[config.mk]
export PLATFORM = sky130hd
export DESIGN_NAME = sb_war_scoreboard
export DESIGN_NICKNAME = d
export VERILOG_FILES = /design/src/rtl/sb_pkg.sv /design/src/rtl/sb_decode.sv /design/src/rtl/sb_entry.sv /design/src/rtl/sb_check.sv /design/src/rtl/sb_war_scoreboard.sv
export SDC_FILE = /design/constraint.sdc
export NUM_CORES = 1
export LEC_CHECK = 0
export CAP_MARGIN = 20
export CELL_PAD_IN_SITES_DETAIL_PLACEMENT = 1
export CELL_PAD_IN_SITES_GLOBAL_PLACEMENT = 1
export CORE_MARGIN = 5
export CORE_UTILIZATION = 45
export CTS_BUF_LIST = sky130_fd_sc_hd__clkbuf_4 sky130_fd_sc_hd__clkbuf_8 sky130_fd_sc_hd__clkbuf_16
export CTS_CLUSTER_SIZE = 16
export DETAILED_ROUTE_END_ITERATION = 6
export DONT_BUFFER_PORTS = 1
export GPL_ROUTABILITY_DRIVEN = 1
export GPL_TIMING_DRIVEN = 1
export PLACE_DENSITY = 0.74
export SLEW_MARGIN = 25
export SYNTH_ARGS = -nofsm -noshare
export SYNTH_HDL_FRONTEND = slang
export SYNTH_HIERARCHICAL = 1
export SYNTH_SLANG_ARGS = --single-unit
[constraint.sdc]
create_clock -name clk -period 14.8 [get_ports clk]
set_input_delay 2.96 -clock clk [delete_from_list [all_inputs] [get_ports clk]]
set_output_delay 2.96 -clock clk [all_outputs]
set_load 0.02 [all_outputs]
[src/rtl/sb_pkg.sv]
package sb_pkg;
  // Reason word; raw lands in bit 0, full in bit 3.
  typedef struct packed {
    logic full;
    logic war;
    logic waw;
    logic raw;
  } why_t;
  localparam int unsigned WHY_W = 4;
endpackage

[src/rtl/sb_decode.sv]
// Turns one set of operand fields into per-register read hit counts and write hits.
module sb_decode #(
  parameter int unsigned NREG = 64,
  parameter int unsigned AW   = 6
) (
  input  logic                 a_use,
  input  logic [AW-1:0]        a_idx,
  input  logic                 b_use,
  input  logic [AW-1:0]        b_idx,
  input  logic                 d_use,
  input  logic [AW-1:0]        d_idx,
  output logic [NREG-1:0][1:0] rd_n,
  output logic [NREG-1:0]      wr_hit
);
  for (genvar g = 0; g < NREG; g++) begin : g_reg
    assign rd_n[g]   = 2'(a_use && (a_idx == AW'(g))) + 2'(b_use && (b_idx == AW'(g)));
    assign wr_hit[g] = d_use && (d_idx == AW'(g));
  end
endmodule

[src/rtl/sb_entry.sv]
// State of one architectural register: reader count and pending-write flag.
module sb_entry #(
  parameter int unsigned CNT_W = 3
) (
  input  logic             clk,
  input  logic             rst,
  input  logic [1:0]       acq_rd,
  input  logic             acq_wr,
  input  logic [1:0]       rel_rd,
  input  logic             rel_wr,
  output logic [CNT_W-1:0] eff_cnt,
  output logic             eff_pend
);
  localparam int unsigned CW1  = CNT_W + 1;
  localparam int unsigned MAXC = (1 << CNT_W) - 1;

  logic [CNT_W-1:0] cnt_q;
  logic             pend_q;

  // Completion is applied first so the issue check sees it in the same cycle.
  assign eff_cnt  = cnt_q - CNT_W'(rel_rd);
  assign eff_pend = pend_q & ~rel_wr;

  always_ff @(posedge clk) begin
    if (rst) begin
      cnt_q  <= '0;
      pend_q <= 1'b0;
    end else begin
      cnt_q  <= eff_cnt + CNT_W'(acq_rd);
      pend_q <= eff_pend | acq_wr;
    end
  end

  a_r5_no_underflow: assert property (@(posedge clk) disable iff (rst)
    ({1'b0, cnt_q} >= CW1'(rel_rd)));
  a_r9_no_overflow: assert property (@(posedge clk) disable iff (rst)
    (({1'b0, eff_cnt} + CW1'(acq_rd)) <= CW1'(MAXC)));
  a_r3_pend_hold: assert property (@(posedge clk) disable iff (rst)
    (pend_q && !rel_wr) |=> pend_q);
  a_r5_no_rise_without_acquire: assert property (@(posedge clk) disable iff (rst)
    (acq_rd == 2'd0) |=> (cnt_q <= $past(cnt_q)));
endmodule

[src/rtl/sb_check.sv]
// Hazard evaluation for one issue request against post-completion state.
module sb_check import sb_pkg::*; #(
  parameter int unsigned NREG  = 64,
  parameter int unsigned AW    = 6,
  parameter int unsigned CNT_W = 3
) (
  input  logic                      iss_vld,
  input  logic                      a_use,
  input  logic [AW-1:0]             a_idx,
  input  logic                      b_use,
  input  logic [AW-1:0]             b_idx,
  input  logic                      d_use,
  input  logic [AW-1:0]             d_idx,
  input  logic [NREG-1:0][CNT_W-1:0] eff_cnt,
  input  logic [NREG-1:0]           eff_pend,
  output why_t                      why
);
  localparam int unsigned LIM = (1 << CNT_W) - 2;

  always_comb begin
    why.raw  = iss_vld & ((a_use & eff_pend[a_idx]) | (b_use & eff_pend[b_idx]));
    why.waw  = iss_vld & d_use & eff_pend[d_idx];
    why.war  = iss_vld & d_use & (eff_cnt[d_idx] != '0);
    why.full = iss_vld & ((a_use & (eff_cnt[a_idx] >= CNT_W'(LIM))) |
                          (b_use & (eff_cnt[b_idx] >= CNT_W'(LIM))));
  end
endmodule

[src/rtl/sb_war_scoreboard.sv]
module sb_war_scoreboard import sb_pkg::*; #(
  parameter int unsigned NREG_FILE = 32,
  parameter int unsigned NFILE     = 2,
  parameter int unsigned CNT_W     = 3,
  localparam int unsigned NREG     = NFILE * NREG_FILE,
  localparam int unsigned AW       = $clog2(NREG)
) (
  input  logic              clk,
  input  logic              rst,
  input  logic              iss_vld,
  input  logic              iss_a_use,
  input  logic [AW-1:0]     iss_a,
  input  logic              iss_b_use,
  input  logic [AW-1:0]     iss_b,
  input  logic              iss_d_use,
  input  logic [AW-1:0]     iss_d,
  input  logic              cmp_vld,
  input  logic              cmp_a_use,
  input  logic [AW-1:0]     cmp_a,
  input  logic              cmp_b_use,
  input  logic [AW-1:0]     cmp_b,
  input  logic              cmp_d_use,
  input  logic [AW-1:0]     cmp_d,
  output logic              stall,
  output logic [WHY_W-1:0]  stall_why
);
  logic [NREG-1:0][1:0]       iss_rd_n;
  logic [NREG-1:0][1:0]       cmp_rd_n;
  logic [NREG-1:0]            iss_wr;
  logic [NREG-1:0]            cmp_wr;
  logic [NREG-1:0][CNT_W-1:0] eff_cnt;
  logic [NREG-1:0]            eff_pend;
  why_t                       why;
  logic                       accept;

  sb_decode #(.NREG(NREG), .AW(AW)) u_iss_dec (
    .a_use(iss_a_use), .a_idx(iss_a), .b_use(iss_b_use), .b_idx(iss_b),
    .d_use(iss_d_use), .d_idx(iss_d), .rd_n(iss_rd_n), .wr_hit(iss_wr)
  );

  sb_decode #(.NREG(NREG), .AW(AW)) u_cmp_dec (
    .a_use(cmp_vld & cmp_a_use), .a_idx(cmp_a),
    .b_use(cmp_vld & cmp_b_use), .b_idx(cmp_b),
    .d_use(cmp_vld & cmp_d_use), .d_idx(cmp_d),
    .rd_n(cmp_rd_n), .wr_hit(cmp_wr)
  );

  sb_check #(.NREG(NREG), .AW(AW), .CNT_W(CNT_W)) u_chk (
    .iss_vld(iss_vld), .a_use(iss_a_use), .a_idx(iss_a),
    .b_use(iss_b_use), .b_idx(iss_b), .d_use(iss_d_use), .d_idx(iss_d),
    .eff_cnt(eff_cnt), .eff_pend(eff_pend), .why(why)
  );

  assign stall_why = why;
  assign stall     = |why;
  assign accept    = iss_vld & ~stall;

  for (genvar g = 0; g < NREG; g++) begin : g_ent
    sb_entry #(.CNT_W(CNT_W)) u_ent (
      .clk(clk), .rst(rst),
      .acq_rd(accept ? iss_rd_n[g] : 2'd0),
      .acq_wr(accept & iss_wr[g]),
      .rel_rd(cmp_rd_n[g]),
      .rel_wr(cmp_wr[g]),
      .eff_cnt(eff_cnt[g]),
      .eff_pend(eff_pend[g])
    );
  end

  a_r4_war_blocks: assert property (@(posedge clk) disable iff (rst)
    (iss_vld && iss_d_use && (eff_cnt[iss_d] != '0)) |-> stall);
  a_r2_raw_blocks: assert property (@(posedge clk) disable iff (rst)
    (iss_vld && iss_a_use && eff_pend[iss_a]) |-> stall);
  a_r11_idle_quiet: assert property (@(posedge clk) disable iff (rst)
    !iss_vld |-> (stall_why == '0));
  a_r1_clean_after_reset: assert property (@(posedge clk)
    rst |=> (stall_why == '0));
endmodule

==> results of run 1 <==
==> worst max-delay path by stage <==
stage              start  endpoint
2_1_floorplan    cmp_vld     stall
4_1_cts          cmp_vld     stall
6_report         cmp_vld     stall
3_3_place_gp     cmp_vld     stall
3_5_place_dp     cmp_vld     stall
5_1_grt        cmp_b_use     stall
==> synthesized netlist by cell type (all sizes together) (5+ instances only) <==
cell	number	area, µm²
a211oi	15	112.6
a21oi	27	135.1
a22oi	8	60.06
a31oi	5	31.28
and2b	192	1682
and3	192	1274
buf	46	284.0
clkbuf	94	374.1
dfxtp	256	5125
fa	128	2562
ha	256	3203
inv	262	983.4
mux2	64	720.7
mux4	75	1689
nand2	57	214.0
nand3	67	335.3
nand3b	15	112.6
nand4	8	50.05
nand4b	28	245.2
nand4bb	36	405.4
nor2	455	1708
nor2b	69	431.7
nor3	34	170.2
nor4	31	209.0
nor4b	6	52.55
o2111ai	5	43.79
o21ai	33	165.2
o21ba	64	640.6
or3	7	43.79
or3b	6	52.55
or4	7	52.55
or4b	24	240.2
xnor2	64	560.5
==> kinds of logic (layout without fill, tap and decap cells) <==
logic type / Yosys count / count (layout) / share of synthesized area (%)
mux: 143 / 143 / 10.10
simple gates: 1240 / 1240 / 30.16
compound gates: 181 / 181 / 5.761
xor+xnor: 64 / 64 / 2.310
flops: 256 / 256 / 21.12
fa+ha+maj: 384 / 384 / 23.76
other cells: 0 / 1 / 0
buf+inv: 403 / 338 / 6.782
==> area by class of cell <==
class                   count  area share [%]
repair buffers             11          0.4350
multi-input cells        2012           67.63
inverters                 263           3.814
flip-flops and latches    256           19.80
well taps                 696           3.364
clock buffers              55           4.384
diodes                      1        0.009667
clock inverters             9          0.5655
==> metal layers <==
layer  wire [µm]  GRT usage (%)  vias to the layer above
li1            -              -                     8917
met2       39040          46.37                      843
met5          58              0                        -
met4        4209          12.71                        8
met1       32990          34.36                    10340
met3        7324          6.653                      267
==> cells in the final DEF, fill, tap and decap left out, types with 57 or more instances in the layout <==
cell,netlist,layout
and3_1,134,134
mux4_2,75,75
nand2_1,57,57
xnor2_1,64,64
fa_1,128,128
mux2_2,64,64
ha_1,256,256
o21ba_2,64,64
nand3_1,67,64
nor2_1,455,455
and3_2,58,58
nor2b_1,69,69
dfxtp_1,256,256
and2b_2,192,192
inv_1,262,262
==> registers in the layout, summed over array words and instances, names as in the netlist <==
| signal | count |
|---|---|
| g_ent.u_ent/cnt_q | 192 |
| g_ent.u_ent/pend_q | 64 |
==> worst max-delay path: stages <==
cell and delay [ns]:
and2_1 0.18, nand3b_1 0.78, nor2_1 0.36, ha_1 0.29, ha_1 0.20, inv_1 0.07
fa_1 0.49, nand2_1 0.15, o21ai_0 0.14, mux4_2 0.51, mux4_2 0.50, nand4b_1 0.11
o211ai_1 0.39, nor4_4 0.70, inv_1 0.28
==> through the flow <==
step / hold WS, ns / worst slack, ns / utilization, %
6_report: 0.6647 / 3.694 / 48.29
5_1_grt: 0.6885 / 3.587 / 48.29
4_1_cts: 0.6695 / 3.818 / 48.26
3_5_place_dp: 0.6610 / 3.877 / 45.87
3_3_place_gp: 0.6478 / 3.988 / 45.76
2_1_floorplan: 0.6287 / 4.858 / -
==> power by group through the flow <==
stage | Clock (µW) | Combinational, µW | Sequential (µW)
2_1_floorplan | 0 | 142 | 712
3_3_place_gp | 0 | 153 | 713
3_5_place_dp | 0 | 158 | 713
4_1_cts | 967 | 160 | 698
5_1_grt | 992 | 172 | 698
6_report | 945 | 165 | 698
==> impl_metrics.yaml, run 1 <==
status:
  status: "finished, final reports clean"
sta:
  slew_headroom_pct: 20.82
  slew_viol_final: 0
  rsz0062_at_grt: "false"
  max_freq_ghz: 0.09004
  finalSetupViolCount: 0
  tightest_slew_ns: 1.188
  tns_ns: 0
  post-route-period-util_pct: 75.04
  skew_ns: 0.02965
  finalHoldViolations: 0
  min_period_ns: 11.11
pwr:
  intPower_uw: 1342
  pwr-share-seq_pct: 38.6
  vdd_drop_max_v: 0.00007378
  switching_share_pct: 25.77
  power_frac_comb_pct: 9.1
  finalPower_uw: 1807
  clkPwrFrac_pct: 52.3
  power_density_mw_per_mm2: 69.83
  switching_power_uw: 465.8
  leakagePower_uw: 0.01219
hold_path:
  hold_path.class: "reg2reg"
  hold_depth: 2
  hold_end: "g_ent[58].u_ent/cnt_q[2]$_SDFF_PP0_"
  min-delay-start: "g_ent[58].u_ent/cnt_q[2]$_SDFF_PP0_"
clock_network:
  post_cts_buffers: 0
  cts_buffer_depth: 3
  clkSinkCount: 256
  root_buffer: "clkbuf_16"
  hold_buffers: 0
  clkLatencyLatePin_ns: 0.58
  clk_pin_slew_ns: 0.05
  cts-resized-gates: 0
  tritoncts: "yes"
  numCtsBuffers: 37
  htree_levels: 2
floorplan:
  rows: 85
  dieArea_mm2: 0.05866
  core-area_mm2: 0.05360
  initial_core_util_pct: 45.26
  ios: 51
  die_x_um: 242.2
  die_height_um: 242.2
yosys:
  synth_edf_count: 0
  syn_inst: 2671
  synth_warnings: 6
  yosysSeqAreaShare_pct: 21.12
  syn-cell-area_mm2: 0.02426
  avgSynthCellArea_um2: 9.083
  syn_nets: 3101
  synth_flop_cell: "dfxtp_1"
  synth_seq_cells: 256
  ys_types: 59
  async_reset_ff_share_pct: 0
critical_path:
  reg2reg_depth: 18
  regToRegStartpoint: "g_ent[15].u_ent/cnt_q[0]$_SDFF_PP0_"
  crit_arrival_ns: 8.15
  cp_max_fo: 16
  worst-r2r-setup-slack_ns: 8.70
  start_kind: "input port"
  r2r_end: "g_ent[42].u_ent/cnt_q[1]$_SDFF_PP0_"
  crit_required_ns: 11.84
  worstSetupPathType: "in2out"
  critPathCaptureType: "output port"
cells_and_area:
  final_layout_size_suffix_gt1_share_pct: 20.45
  register_area_mm2: 0.005125
  instances_no_fill: 3303
  fin_area_mm2: 0.02588
  fillers: 6160
  multi_input_area_mm2: 0.01751
  area_growth_pct: 6.694
  nNetsFinal: 3011
placed_design:
  dpl.hpwl_um: 55690
  portBuffers: 0
  gp_congestion: 0.8731
  dpl_cell_area_mm2: 0.02459
  dp_cells: 3237
global_route:
  grt_max_degree: 321
  groute.usage.overall_pct: 27.85
  antenna_found_initial: 6
  grt_pass1_vias: 21870
  grt_pass1_wl_um: 128700
  grt_overflow_total: 0
route:
  wl_per_cell_um: 25.32
  drtIter0Drc: 1820
  drcViolationCount: 0
  route.antenna.remaining_nets: 0
  drt_pass1_iterations: 5
  via_per_inst: 6.169
  num_vias: 20380
  routed_wl_um: 83620
job:
  max_cap_viol_count: 0
Power figures use the tool's default switching activity.
==> run 2: changes to the inputs <==
--- a/config.mk
+++ b/config.mk
@@ -16,7 +16,7 @@
 export DONT_BUFFER_PORTS = 1
 export GPL_ROUTABILITY_DRIVEN = 1
 export GPL_TIMING_DRIVEN = 1
-export PLACE_DENSITY = 0.74
+export PLACE_DENSITY = 0.77
 export SLEW_MARGIN = 25
 export SYNTH_ARGS = -nofsm -noshare
 export SYNTH_HDL_FRONTEND = slang
==> constraint.sdc (replaced) <==
create_clock -name clk -period 8.94 [get_ports clk]
set_input_delay 1.788 -clock clk [delete_from_list [all_inputs] [get_ports clk]]
set_output_delay 1.788 -clock clk [all_outputs]
set_load 0.02 [all_outputs]
==> run 2 against run 1 <==
  * First-iteration DRC count decreased by 18%
  * Sequential cell count stayed put
  * Count of clock-buffer cells in the layout down 7
  * Largest power group unchanged
  * Worst hold slack better by 0.0064 ns
  * Sequential share of layout area rose by 0.061 points
  * Critical endpoint unchanged
  * Critical path type unchanged
  * Wire length up 1.6%
==> impl_metrics.yaml, run 2 (same netlist as run 1, synthesis figures left out) <==
cells_and_area:
  register_area_mm2: 0.005125
  nNetsFinal: 3016
  area_growth_pct: 6.364
  largest_register: "g_ent.u_ent/cnt_q"
  final_layout_size_suffix_gt1_share_pct: 20.44
  mostFrequentLayoutCells: "455 x nor2_1, 262 x inv_1, 256 x ha_1, 256 x dfxtp_1, 192 x and2b_2"
  fillers: 6177
  postLayoutCoreUtil_pct: 48.14
  largest_reg_flops: 192
  instances_no_fill: 3304
  layout_commonest_cell: "nor2_1"
  multi_input_area_mm2: 0.01750
  top_regs: "g_ent.u_ent/cnt_q: 192 flops, g_ent.u_ent/pend_q: 64 flops"
  antennaDiodeCount: 0
critical_path:
  regToRegStartpoint: "g_ent[45].u_ent/cnt_q[0]$_SDFF_PP0_"
  worst_path_max_delay_cell: "nor4_1"
  crit_arrival_ns: 6.52
  start_kind: "input port"
  cp_max_fo: 9
  reg2reg_depth: 16
  crit_required_ns: 7.15
  max_stage_delay_ns: 0.80
  startpoint: "cmp_b_use"
  worst-r2r-setup-slack_ns: 3.49
  r2r_end: "g_ent[18].u_ent/cnt_q[1]$_SDFF_PP0_"
  critPathCaptureType: "output port"
  crit_chain: "and2_1, nand3b_1, nor2_1, ha_1, ha_1, inv_1, fa_1, nor4b_1, nor3_1, nor4_1, or4_1, nand2_1, a22o_1, nor4_4, inv_1"
  worstSetupPathType: "in2out"
pwr:
  clkPwrFrac_pct: 50.5
  finalPower_uw: 2893
  intPower_uw: 2133
  power_density_mw_per_mm2: 112.1
  switching_share_pct: 26.27
  switching_power_uw: 759.9
  leakagePower_uw: 0.01216
  vdd_drop_max_v: 0.0001050
  pwr-share-seq_pct: 39.9
  power_frac_comb_pct: 9.6
floorplan:
  ios: 51
  core-area_mm2: 0.05360
  die_height_um: 242.2
  rows: 85
  initial_core_util_pct: 45.26
  dieArea_mm2: 0.05866
  die_x_um: 242.2
placed_design:
  dp_cells: 3244
  portBuffers: 0
  gp_congestion: 0.9279
  dpl.hpwl_um: 56960
route:
  drt_pass1_iterations: 6
  route.antenna.remaining_nets: 0
  wl_per_cell_um: 25.72
  via_per_inst: 6.217
  drcViolationCount: 0
  num_vias: 20540
  drtIter0Drc: 1490
  routed_wl_um: 84990
sta:
  finalSetupViolCount: 0
  finalHoldViolations: 0
  rsz0062_at_grt: "false"
  min_period_ns: 8.313
  post-route-period-util_pct: 92.98
  tightest_slew_ns: 1.094
  slew_headroom_pct: 26.86
  tns_ns: 0
  skew_ns: 0.01939
  max_freq_ghz: 0.1203
  slew_viol_final: 0
global_route:
  grt_pass1_vias: 21950
  grt_pass1_wl_um: 130100
  grt_max_degree: 321
  grt_overflow_total: 0
  groute.usage.overall_pct: 28.27
  antenna_found_initial: 3
clock_network:
  htree_levels: 2
  root_buffer: "clkbuf_16"
  cts_buffer_depth: 3
  clkSinkCount: 256
  tritoncts: "yes"
  clkLatencyLatePin_ns: 0.55
  numCtsBuffers: 35
  post_cts_buffers: 0
  hold_buffers: 0
  clk_pin_slew_ns: 0.06
  cts-resized-gates: 0
hold_path:
  min-delay-start: "g_ent[36].u_ent/pend_q$_SDFF_PP0_"
  hold_depth: 2
  hold_end: "g_ent[36].u_ent/pend_q$_SDFF_PP0_"
  hold_path.class: "reg2reg"
status:
  status: "finished, final reports clean"
job:
  max_cap_viol_count: 0
## run 2: cell types whose count changed in the layout (fill, tap and decap cells not counted), moves of 2 or more
cell and delta:
nand3_2 -2, clkbuf_4 -4, clkinv_2 +3, clkinv_4 +2, buf_6 +3, nand3_1 +2, buf_8 -2, clkbuf_8 -2
buf_4 +6
## run 2: worst max-delay path by stage
stage | cells after the start | endpoint | slack, ns
finish | 15 | stall | 0.63
global route | 15 | stall | 0.53
CTS | 15 | stall | 0.77
detailed placement | 15 | stall | 0.79
global placement | 19 | g_ent[5].u_ent/cnt_q[1]$_SDFF_PP0_ | 0.95
floorplan | 18 | stall | 1.34
## run 2: worst max-delay path: cells and delay by family
kind | cells | cell delay [ns]
simple gates | 9 | 2.99
compound gates | 1 | 0.38
fa+ha+maj | 3 | 0.98
buf+inv | 2 | 0.35
## run 2: power groups by stage
stage	sequential, µW	clock, µW	combinational [µW]
2_1_floorplan	1180	0	236
3_3_place_gp	1180	0	255
3_5_place_dp	1180	0	267
4_1_cts	1160	1490	269
5_1_grt	1160	1530	288
6_report	1160	1460	278
## run 2: routing by layer
metal | GRT usage (%) | wire length, µm | up-vias
li1 | - | - | 8950
met1 | 34.40 | 32650 | 10450
met2 | 47.09 | 39710 | 848
met3 | 4.689 | 6494 | 289
met4 | 17.15 | 6138 | 0
met5 | 0 | 0 | -
## run 2: cell type report
| class | instances | share of cell area, % |
|---|---|---|
| clock buffer | 48 | 4.078 |
| clock inverter | 11 | 0.4364 |
| inverter | 263 | 3.826 |
| multi-input combinational | 2012 | 67.80 |
| sequential | 256 | 19.86 |
| tap | 696 | 3.375 |
| timing repair buffer | 18 | 0.6255 |
## run 2: stage by stage
step / hold WS (ns) / cell area, µm² / setup WS (ns)
after CTS: 0.6723 / 25780 / 0.7677
after floorplan: 0.6287 / 24260 / 1.342
after global routing: 0.6933 / 25800 / 0.5265
after global placement: 0.6443 / 24580 / 0.9495
after detailed placement: 0.6622 / 24620 / 0.7948
final: 0.6711 / 25800 / 0.6274
==> run 3: changes to the inputs <==
--- a/config.mk
+++ b/config.mk
@@ -9,14 +9,15 @@
 export CELL_PAD_IN_SITES_DETAIL_PLACEMENT = 1
 export CELL_PAD_IN_SITES_GLOBAL_PLACEMENT = 1
 export CORE_MARGIN = 5
-export CORE_UTILIZATION = 45
+export CORE_UTILIZATION = 47
 export CTS_BUF_LIST = sky130_fd_sc_hd__clkbuf_4 sky130_fd_sc_hd__clkbuf_8 sky130_fd_sc_hd__clkbuf_16
 export CTS_CLUSTER_SIZE = 16
 export DETAILED_ROUTE_END_ITERATION = 6
 export DONT_BUFFER_PORTS = 1
 export GPL_ROUTABILITY_DRIVEN = 1
 export GPL_TIMING_DRIVEN = 1
-export PLACE_DENSITY = 0.77
+export PLACE_DENSITY = 0.8
+export SKIP_CTS_REPAIR_TIMING = 1
 export SLEW_MARGIN = 25
 export SYNTH_ARGS = -nofsm -noshare
 export SYNTH_HDL_FRONTEND = slang
==> run 3 against run 2 <==
  * Core utilization increased by 2.0 points
  * Cell area shrank 0.58%
  * Sequential power about the same
  * Sequential share of layout area is 0.12 points higher
  * Critical endpoint unchanged
==> impl_metrics.yaml, run 3 (same netlist as run 1, synthesis figures left out) <==
critical_path:
  crit_required_ns: 7.15
  reg2reg_depth: 18
  start_kind: "input port"
  crit_chain: "and2_1, nand3b_1, nor2_1, ha_1, ha_1, inv_1, fa_1, mux4_2, or3_1, a211oi_1, a2111oi_0, a22o_1, nor4_4, inv_1"
  crit_arrival_ns: 6.43
  critPathCaptureType: "output port"
  worstSetupPathType: "in2out"
  cp_max_fo: 9
  max_stage_delay_ns: 0.57
  worst-r2r-setup-slack_ns: 3.75
  worst_path_max_delay_cell: "nand3b_1"
global_route:
  antenna_found_initial: 1
  grt_pass1_wl_um: 128500
  grt_overflow_total: 0
  groute.usage.overall_pct: 29.27
  grt_max_degree: 321
  grt_pass1_vias: 21750
sta:
  finalSetupViolCount: 0
  max_freq_ghz: 0.1217
  tightest_slew_ns: 1.174
  post-route-period-util_pct: 91.88
  slew_headroom_pct: 21.48
  rsz0062_at_grt: "false"
  tns_ns: 0
  finalHoldViolations: 0
  slew_viol_final: 0
  min_period_ns: 8.214
  skew_ns: 0.03515
route:
  routed_wl_um: 83410
  drtIter0Drc: 1725
  drt_pass1_iterations: 5
  route.antenna.remaining_nets: 0
  num_vias: 20270
  drcViolationCount: 0
  wl_per_cell_um: 25.46
  via_per_inst: 6.189
job:
  max_cap_viol_count: 0
cells_and_area:
  largest_reg_flops: 192
  mostFrequentLayoutCells: "455 x nor2_1, 262 x inv_1, 256 x ha_1, 256 x dfxtp_1, 192 x and2b_2"
  layout_commonest_cell: "nor2_1"
  final_layout_size_suffix_gt1_share_pct: 20.07
  postLayoutCoreUtil_pct: 50.11
  area_growth_pct: 5.745
  largest_register: "g_ent.u_ent/cnt_q"
  nNetsFinal: 3008
  top_regs: "g_ent.u_ent/cnt_q: 192 flops, g_ent.u_ent/pend_q: 64 flops"
  antennaDiodeCount: 0
status:
  status: "finished, final reports clean"
clock_network:
  clkLatencyLatePin_ns: 0.57
  root_buffer: "clkbuf_16"
  clkSinkCount: 256
  cts_buffer_depth: 3
  numCtsBuffers: 34
  clk_pin_slew_ns: 0.06
  htree_levels: 2
  tritoncts: "yes"
placed_design:
  gp_congestion: 0.9161
  dpl.hpwl_um: 56300
  portBuffers: 0
floorplan:
  initial_core_util_pct: 47.39
  die_height_um: 237.2
  dieArea_mm2: 0.05626
  die_x_um: 237.2
  ios: 51
  rows: 83
  core-area_mm2: 0.05120
pwr:
  pwr-share-seq_pct: 41.1
  leakagePower_uw: 0.01209
  switching_share_pct: 26.49
  switching_power_uw: 744.4
  power_density_mw_per_mm2: 109.6
  intPower_uw: 2066
  vdd_drop_max_v: 0.0001038
  power_frac_comb_pct: 9.6
  clkPwrFrac_pct: 49.3
hold_path:
  hold_depth: 2
  hold_path.class: "reg2reg"
-- run 3: changes by cell type in the layout (fill, tap and decap cells not counted) --
| cell | change |
|---|---|
| clkbuf_16 | -2 |
| buf_12 | +1 |
| clkinv_2 | -5 |
| bufinv_16 | -2 |
| clkinv_4 | -2 |
| inv_6 | +1 |
| buf_6 | -2 |
| buf_4 | -5 |
| clkbuf_8 | +3 |
| inv_16 | +1 |
| clkbuf_4 | +1 |
| buf_8 | -1 |
-- run 3: cell type report --
class                           count  area [µm²]
Tap cell                          680       850.8
Multi-Input combinational cell   2012       17500
Timing Repair Buffer               11       106.4
Clock buffer                       50        1051
Fill cell                        5894       25540
Sequential cell                   256        5125
Clock inverter                      4       38.79
Inverter                          263       987.2
-- run 3: routing by layer --
layer / routed length, µm / vias to the layer above / GRT usage, %
li1: - / 8904 / -
met1: 31650 / 10230 / 34.91
met2: 39590 / 850 / 49.70
met3: 6470 / 293 / 5.766
met4: 5698 / 0 / 16.20
met5: 0 / - / 0
-- run 3: per-stage QoR --
stage	worst slack (ns)	area (µm²)	power (µW)	hold slack, ns	std cells
final	0.7260	25650	2811	0.6732	3276
after global routing	0.5453	25650	2899	0.6902	3276
after detailed placement	0.8070	24550	1442	0.6637	3221
after floorplan	1.342	24260	1415	0.6287	2671
after global placement	0.9170	24530	1431	0.6446	3220
after CTS	0.7750	25640	2832	0.6717	3275
-- run 3: worst paths after layout --
kind	endpoint	from
worst max-delay path	stall	cmp_b_use
worst min-delay path	g_ent[14].u_ent/pend_q$_SDFF_PP0_	g_ent[14].u_ent/pend_q$_SDFF_PP0_
worst max register to register	g_ent[22].u_ent/cnt_q[1]$_SDFF_PP0_	g_ent[37].u_ent/cnt_q[0]$_SDFF_PP0_
worst min register to register	g_ent[14].u_ent/pend_q$_SDFF_PP0_	g_ent[14].u_ent/pend_q$_SDFF_PP0_
-- run 3: worst max-delay path, delay by kind of cell --
kind / cells / cell delay [ns]
and+or+nand+nor: 5 / 1.80
adders and majority gates: 3 / 0.95
buffers and inverters: 2 / 0.31
muxes: 1 / 0.48
AOI/OAI and AO/OA: 3 / 1.07
-- run 3: power by group through the flow --
stage                     combinational (µW)  clock, µW  sequential (µW)
final                                    269       1390             1160
after global routing                     283       1460             1160
after CTS                                262       1410             1160
after detailed placement                 261          0             1180
after global placement                   252          0             1180
after floorplan                          236          0             1180
